`src/rtl/bias_cfg_pkg.sv`:
```
// Shared widths, link states and the bank record for the bias control slave.
package bias_cfg_pkg;
    localparam int BYTE_W = 8;
    localparam int DAC_W  = 5;
    localparam int ADR_W  = 7;
    localparam int CNT_W  = $clog2(BYTE_W);

    typedef enum logic [2:0] {
        ST_IDLE,
        ST_ADDR,
        ST_AACK,
        ST_WBYTE,
        ST_WACK,
        ST_RBYTE,
        ST_SKIP
    } link_st_e;

    typedef struct packed {
        logic run;
        logic disp;
    } bank_t;
endpackage

```
`src/rtl/bias_bus_sampler.sv`:
```
// Synchronises SCL/SDA into the clk domain and flags SCL edges, START and STOP.
// Assumes SYNC_STAGES >= 2 and each SCL phase lasts several clk cycles.
module bias_bus_sampler #(
    parameter int SYNC_STAGES = 2
) (
    input  logic clk,
    input  logic rst_n,
    input  logic scl_in,
    input  logic sda_in,
    output logic scl_lvl,
    output logic sda_lvl,
    output logic scl_rise,
    output logic scl_fall,
    output logic start_det,
    output logic stop_det
);
    logic [SYNC_STAGES-1:0] scl_sh;
    logic [SYNC_STAGES-1:0] sda_sh;
    logic                   scl_d;
    logic                   sda_d;

    // Shift both lines through the synchroniser and keep the previous level.
    always_ff @(posedge clk) begin
        if (!rst_n) begin
            scl_sh <= '1;
            sda_sh <= '1;
            scl_d  <= 1'b1;
            sda_d  <= 1'b1;
        end else begin
            scl_sh <= {scl_sh[SYNC_STAGES-2:0], scl_in};
            sda_sh <= {sda_sh[SYNC_STAGES-2:0], sda_in};
            scl_d  <= scl_sh[SYNC_STAGES-1];
            sda_d  <= sda_sh[SYNC_STAGES-1];
        end
    end

    // Decode edges and bus conditions from current and previous levels.
    always_comb begin
        scl_lvl   = scl_sh[SYNC_STAGES-1];
        sda_lvl   = sda_sh[SYNC_STAGES-1];
        scl_rise  = scl_lvl & ~scl_d;
        scl_fall  = ~scl_lvl & scl_d;
        start_det = scl_lvl & scl_d & sda_d & ~sda_lvl;
        stop_det  = scl_lvl & scl_d & ~sda_d & sda_lvl;
    end
endmodule

```
`src/rtl/bias_link_engine.sv`:
```
// Byte-level slave protocol: address match, write shifting, ACK and read-out.
// Assumes inputs come from bias_bus_sampler; sda_drv = 1 means pull SDA low.
module bias_link_engine
    import bias_cfg_pkg::*;
#(
    parameter logic [ADR_W-1:0] SLAVE_ADDR = 7'h2C
) (
    input  logic              clk,
    input  logic              rst_n,
    input  logic              sda_lvl,
    input  logic              scl_rise,
    input  logic              scl_fall,
    input  logic              start_det,
    input  logic              stop_det,
    input  logic [BYTE_W-1:0] status_byte,
    output logic              sda_drv,
    output logic              wr_en,
    output logic [BYTE_W-1:0] wr_byte
);
    localparam logic [CNT_W-1:0] LAST_BIT = CNT_W'(BYTE_W - 1);

    link_st_e          st;
    logic [CNT_W-1:0]  cnt;
    logic [BYTE_W-1:0] sh;
    logic [BYTE_W-1:0] tx;
    logic              rw;
    logic              ack_on;
    logic [BYTE_W-1:0] sh_next;

    // Next shift value with the bit sampled on this SCL rise.
    always_comb sh_next = {sh[BYTE_W-2:0], sda_lvl};

    assign wr_byte = sh;

    // Protocol state machine, advanced by SCL edges and bus conditions.
    always_ff @(posedge clk) begin
        if (!rst_n) begin
            st      <= ST_IDLE;
            cnt     <= '0;
            sh      <= '0;
            tx      <= '0;
            rw      <= 1'b0;
            ack_on  <= 1'b0;
            sda_drv <= 1'b0;
            wr_en   <= 1'b0;
        end else begin
            wr_en <= 1'b0;
            if (stop_det) begin
                st      <= ST_IDLE;
                sda_drv <= 1'b0;
                ack_on  <= 1'b0;
            end else if (start_det) begin
                st      <= ST_ADDR;
                cnt     <= '0;
                sda_drv <= 1'b0;
                ack_on  <= 1'b0;
            end else begin
                case (st)
                    ST_ADDR: if (scl_rise) begin
                        sh  <= sh_next;
                        cnt <= cnt + 1'b1;
                        if (cnt == LAST_BIT) begin
                            rw <= sh_next[0];
                            st <= (sh_next[BYTE_W-1:1] == SLAVE_ADDR) ? ST_AACK : ST_SKIP;
                        end
                    end
                    ST_AACK: if (scl_fall) begin
                        if (!ack_on) begin
                            ack_on  <= 1'b1;
                            sda_drv <= 1'b1;
                        end else begin
                            ack_on <= 1'b0;
                            cnt    <= '0;
                            if (rw) begin
                                st      <= ST_RBYTE;
                                tx      <= status_byte;
                                sda_drv <= ~status_byte[BYTE_W-1];
                            end else begin
                                st      <= ST_WBYTE;
                                sda_drv <= 1'b0;
                            end
                        end
                    end
                    ST_WBYTE: if (scl_rise) begin
                        sh  <= sh_next;
                        cnt <= cnt + 1'b1;
                        if (cnt == LAST_BIT) st <= ST_WACK;
                    end
                    ST_WACK: begin
                        if (scl_rise && ack_on) wr_en <= 1'b1;
                        if (scl_fall) begin
                            if (!ack_on) begin
                                ack_on  <= 1'b1;
                                sda_drv <= 1'b1;
                            end else begin
                                ack_on  <= 1'b0;
                                sda_drv <= 1'b0;
                                cnt     <= '0;
                                st      <= ST_WBYTE;
                            end
                        end
                    end
                    ST_RBYTE: if (scl_fall) begin
                        cnt <= cnt + 1'b1;
                        tx  <= {tx[BYTE_W-2:0], 1'b0};
                        if (cnt == LAST_BIT) begin
                            sda_drv <= 1'b0;
                            st      <= ST_SKIP;
                        end else begin
                            sda_drv <= ~tx[BYTE_W-2];
                        end
                    end
                    default: ;
                endcase
            end
        end
    end
endmodule

```
`src/rtl/bias_cfg_regs.sv`:
```
// Holds the two control banks and the shared converter code; picks the live bank.
// Assumes wr_en is a one-cycle pulse with wr_byte stable in that cycle.
module bias_cfg_regs
    import bias_cfg_pkg::*;
(
    input  logic              clk,
    input  logic              rst_n,
    input  logic              wr_en,
    input  logic [BYTE_W-1:0] wr_byte,
    input  logic              bank_pick,
    output bank_t             op_bank,
    output bank_t             sus_bank,
    output logic [DAC_W-1:0]  dac_q,
    output logic              run_out,
    output logic              disp_out
);
    // Load the selected bank and the shared code on a committed byte.
    always_ff @(posedge clk) begin
        if (!rst_n) begin
            op_bank  <= '{run: 1'b1, disp: 1'b1};
            sus_bank <= '{run: 1'b1, disp: 1'b1};
            dac_q    <= '0;
        end else if (wr_en) begin
            dac_q <= wr_byte[DAC_W-1:0];
            if (wr_byte[BYTE_W-1]) op_bank  <= '{run: wr_byte[6], disp: wr_byte[5]};
            else                   sus_bank <= '{run: wr_byte[6], disp: wr_byte[5]};
        end
    end

    // Route the bank chosen by the pin to the outputs.
    always_comb begin
        run_out  = bank_pick ? op_bank.run  : sus_bank.run;
        disp_out = bank_pick ? op_bank.disp : sus_bank.disp;
    end
endmodule

```
`src/rtl/bias_cfg_slave.sv`:
```
// Top of the serial-configured dual-bank bias control register.
// Assumes clk oversamples SCL by several cycles per phase.
module bias_cfg_slave
    import bias_cfg_pkg::*;
#(
    parameter logic [ADR_W-1:0] SLAVE_ADDR  = 7'h2C,
    parameter int               SYNC_STAGES = 2
) (
    input  logic clk,
    input  logic rst_n,
    input  logic scl_in,
    input  logic sda_in,
    output logic sda_oe,
    input  logic bank_pick,
    input  logic pgood_in,
    output logic run_out,
    output logic disp_out
);
    localparam int PAD_W = BYTE_W - 1 - DAC_W;

    logic              scl_lvl, sda_lvl, scl_rise, scl_fall, start_det, stop_det;
    logic              wr_en;
    logic [BYTE_W-1:0] wr_byte;
    logic [BYTE_W-1:0] status_byte;
    logic [DAC_W-1:0]  dac_q;
    bank_t             op_bank, sus_bank;

    bias_bus_sampler #(.SYNC_STAGES(SYNC_STAGES)) u_smp (
        .clk(clk), .rst_n(rst_n), .scl_in(scl_in), .sda_in(sda_in),
        .scl_lvl(scl_lvl), .sda_lvl(sda_lvl), .scl_rise(scl_rise),
        .scl_fall(scl_fall), .start_det(start_det), .stop_det(stop_det)
    );

    bias_link_engine #(.SLAVE_ADDR(SLAVE_ADDR)) u_link (
        .clk(clk), .rst_n(rst_n), .sda_lvl(sda_lvl), .scl_rise(scl_rise),
        .scl_fall(scl_fall), .start_det(start_det), .stop_det(stop_det),
        .status_byte(status_byte), .sda_drv(sda_oe), .wr_en(wr_en),
        .wr_byte(wr_byte)
    );

    bias_cfg_regs u_regs (
        .clk(clk), .rst_n(rst_n), .wr_en(wr_en), .wr_byte(wr_byte),
        .bank_pick(bank_pick), .op_bank(op_bank), .sus_bank(sus_bank),
        .dac_q(dac_q), .run_out(run_out), .disp_out(disp_out)
    );

    // Assemble the read-back byte: power-good, zero pad, converter code.
    always_comb status_byte = {pgood_in & run_out, {PAD_W{1'b0}}, dac_q};
endmodule

```
`config.mk`:
```
export PLATFORM = sky130hd
export DESIGN_NAME = bias_cfg_slave
export DESIGN_NICKNAME = d
export VERILOG_FILES = /design/src/rtl/bias_cfg_pkg.sv /design/src/rtl/bias_bus_sampler.sv /design/src/rtl/bias_link_engine.sv /design/src/rtl/bias_cfg_regs.sv /design/src/rtl/bias_cfg_slave.sv
export SDC_FILE = /design/constraint.sdc
export NUM_CORES = 1
export LEC_CHECK = 0
export ABC_AREA = 1
export BUFFER_PORTS_ARGS = -buffer_cell sky130_fd_sc_hd__buf_2
export CAP_MARGIN = 20
export CORE_ASPECT_RATIO = 1.4
export CORE_MARGIN = 2
export CORE_UTILIZATION = 50
export DETAILED_ROUTE_END_ITERATION = 8
export PLACE_DENSITY = 0.74
export SLEW_MARGIN = 20
export SYNTH_ARGS = -nofsm -noshare
export SYNTH_HDL_FRONTEND = slang
export SYNTH_SLANG_ARGS = --single-unit
```
`constraint.sdc`:
```
create_clock -name clk -period 1.5 [get_ports clk]
set_input_delay 0.225 -clock clk [delete_from_list [all_inputs] [get_ports clk]]
set_output_delay 0.225 -clock clk [all_outputs]
set_load 0.05 [all_outputs]
```
==> impl_results.md <==
- Worst Path Arrival: 1.66 ns
- Pleak: 0.931 nW
- Buffers & Inverters on Critical Path: 0
- Core box area: 3410 um^2
- Post-route cell area: 2070 um^2
- Maximum VDD drop: 0.00100 V
- Hold_sp: sda_in
- Period utilization: 95.9%
- TritonCTS Buffers: 5
- FF+latch count, synth: 40
- Storage element area: 807 um^2
- Antenna cells: 0
- Clock tree buffer depth: 2
- Clk_skew: 0.00564 ns
- Synth cell types: 28
- # setup viols final: 0
- Hold buffer count at cts: 0
- Final Util: 60.7%
- Post-synthesis sequential area ratio: 44.7%
- CTS sink cnt: 40
- DR vias/cell: 5.30
- I/O Pins: 9
- Worst hold-check path type: input pin to register
- Routed len/inst: 12.4 um
- Total grt overflow: 0
- Nets: 268
- CP delay by family, top: simple AND/OR/NAND/NOR gates
- Syn_area_per_cell: 7.34 um^2
- Reg-to-reg startpoint: u_link.cnt[1]
- H-tree depth: 2
- Hold-critical path depth: 2
- FILL cells: 306
- First drt pass iteration count: 4
- Vias: 1596
- Clock slew at reported path FFs: 0.08 ns
- WS Path Type: register to register
- Share of cells above drive strength 1: 21.8%
- Max-cap violation count: 0
- WL final: 3740 um
- Root buffer cell: clkbuf_8
- Vias in the first global route: 1378
- DIE WIDTH: 54.6 um
- Hold Worst Slack: 0.111 ns
- PD cells: 1260 nW/um^2
- CP endpoint kind: register
- First-iteration detailed-routing DRC count: 49
- FF-to-FF End: u_link.rw
- CTS tree: done
- Final ANT Viol Nets: 0
- Worst R2R Path Depth: 6
- Status: complete, no violations
- Slowest cell delay on critical path: 0.35 ns
- Final hold violation count: 0
- Clk Latency, worst-skew pair: 0.29 ns
- CP Cell Sequence: ha_2 > ha_4 > nand3_2 > nor4_1 > o21ai_0 > a21oi_1
- Worst-Margin Slew: 0.405 ns
- Fmax: 695 MHz
- Multi-input logic area: 872 um^2
- Critical Path Start Type: register
- Minimum clock period: 1.44 ns
- Worst Path Required: 1.72 ns
- Initial antenna violation count: 0
- Max-slew violations: 0
- Syn Inst Count: 244
- CP max stage cell: dfxtp_2
- Crit path max fanout: 3
- Number of remaining DRC errors: 0
- Total chip power: 2.61 mW
- Area of the mapped netlist: 1790 um^2
- R2r setup slk: 0.06 ns
- Syn_nets: 252
- Total die area: 4080 um^2
- First-pass GRT wire length: 5930 um
- Starting Density: 52.6%
- Hold endpoint: u_smp.sda_sh[0]
- GRT Total Usage: 20.5%
- Ys Warns: 0
- Post-DP HPWL: 2610 um
- I/O Buffers: 8
- PnR worst setup slack: 0.0618 ns
- Largest net degree at the start of global routing: 30
- Die Ht: 74.8 um
- Area after DPL: 1910 um^2
- Routability Congestion: 0.891
- Dpl ws: 0.00371 ns
- Slew headroom: 72.7%
- Core Rows: 25
- P&R area growth vs syn: 15.4%
==> per-stage QoR <==
stage,cells,TNS [ns]
5_1_grt,301,-0.00862
2_1_floorplan,244,0
4_1_cts,301,0
6_report,301,0
3_3_place_gp,292,0
3_5_place_dp,292,0
==> worst max path at each step <==
stage	end	slack [ns]	startpoint	cells past startpoint
2_1_floorplan	u_link.st[0]	0.14	u_link.cnt[0]	11
3_3_place_gp	u_link.st[0]	0.08	u_link.cnt[0]	11
3_5_place_dp	u_link.st[0]	0.004	u_link.cnt[0]	11
4_1_cts	u_link.st[0]	0.01	u_link.cnt[0]	11
5_1_grt	u_link.st[0]	-0.009	u_link.cnt[0]	11
6_report	u_link.rw	0.06	u_link.cnt[1]	6
==> state kept, by name, summed over array words and instances (netlist names), 2 cells and up <==
name / flops
u_link.tx: 7
u_regs.dac_q: 5
u_smp.sda_sh: 2
u_regs.sus_bank: 2
u_smp.scl_sh: 2
u_link.st: 3
u_regs.op_bank: 2
u_link.cnt: 3
u_link.wr_byte: 8
==> worst register-to-register path: stages, from the launching register on <==
cell     delay (ns)
dfxtp_2        0.35
ha_2           0.20
ha_4           0.15
nand3_2        0.08
nor4_1         0.32
o21ai_0        0.14
a21oi_1        0.13
==> where the power goes <==
| part | internal (mW) | total, mW | leakage (nW) | switching (mW) |
|---|---|---|---|---|
| logic | 0.209 | 0.583 | 0.551 | 0.375 |
| registers | 1.11 | 1.16 | 0.326 | 0.0438 |
| clock network | 0.492 | 0.872 | 0.0541 | 0.380 |
| total | 1.81 | 2.61 | 0.931 | 0.799 |
==> placed cells by master, fill, tap and decap left out, types with 2 or more instances in the layout <==
| master | synthesis | routed |
|---|---|---|
| buf_4 | 1 | 9 |
| inv_1 | 28 | 28 |
| nand2_1 | 42 | 41 |
| nand2_2 | 2 | 3 |
| nor4_1 | 2 | 2 |
| nor2_2 | 3 | 5 |
| dfxtp_2 | 0 | 5 |
| o21ai_0 | 25 | 22 |
| o21ai_1 | 3 | 5 |
| nor2_1 | 25 | 23 |
| o211ai_1 | 4 | 4 |
| nand3_2 | 2 | 2 |
| nand3_1 | 14 | 13 |
| clkbuf_8 | 0 | 5 |
| nand3_4 | 1 | 2 |
| buf_2 | 3 | 8 |
| nor3_1 | 3 | 3 |
| dfxtp_1 | 40 | 35 |
| inv_2 | 4 | 4 |
| a21oi_1 | 20 | 20 |
| or2_2 | 4 | 4 |
| nand4_1 | 6 | 6 |
==> layer usage <==
layer | part of all wire [%] | wire [um] | vias up | track usage (%)
li1 | - | - | 830 | -
met1 | 43 | 1600 | 723 | 24.3
met2 | 52 | 1960 | 35 | 33.9
met3 | 3.0 | 112 | 8 | 5.36
met4 | 1.9 | 72 | 0 | 9.44
met5 | 0 | 0 | - | 0
==> timing repair <==
item                                    CTS  global route
gates resized for setup                   3            12
endpoints found under the setup margin    2            12
pin swaps                                 0             4
buffers inserted                          1             0
==> cells in the mapped netlist (all sizes together) <==
cell / number / area, um^2
nand4: 6 / 37.5
mux2: 1 / 11.3
nor4: 2 / 12.5
nor3b: 1 / 7.51
ha: 2 / 25.0
a21oi: 21 / 109
clkbuf: 4 / 15.0
o211ai: 4 / 30.0
or2: 4 / 25.0
buf: 4 / 22.5
nor3: 3 / 15.0
o21ai: 28 / 140
a21boi: 1 / 7.51
inv: 32 / 120
nor2: 29 / 124
nand2: 45 / 181
nand3: 17 / 108
dfxtp: 40 / 801
==> cells by family (layout without fill, tap and decap cells) <==
group                      count (synthesis)  count (layout)  share of synthesized area, %
adders and majority gates                  2               2                          1.40
and+or+nand+nor                          107             107                          28.5
DFF                                       40              40                          44.7
muxes                                      1               1                         0.628
AOI/OAI and AO/OA                         54              54                          16.0
buffers and inverters                     40              57                          8.80
==> layout make-up <==
type,instances,area share [%]
clock buffers,5,3.33
inverters,32,5.81
multi-input cells,164,42.2
flip-flops and latches,40,39.0
clock inverters,3,2.06
repair buffers,17,5.20
well taps,40,2.42
No activity file was read; power rests on OpenSTA's default activity.
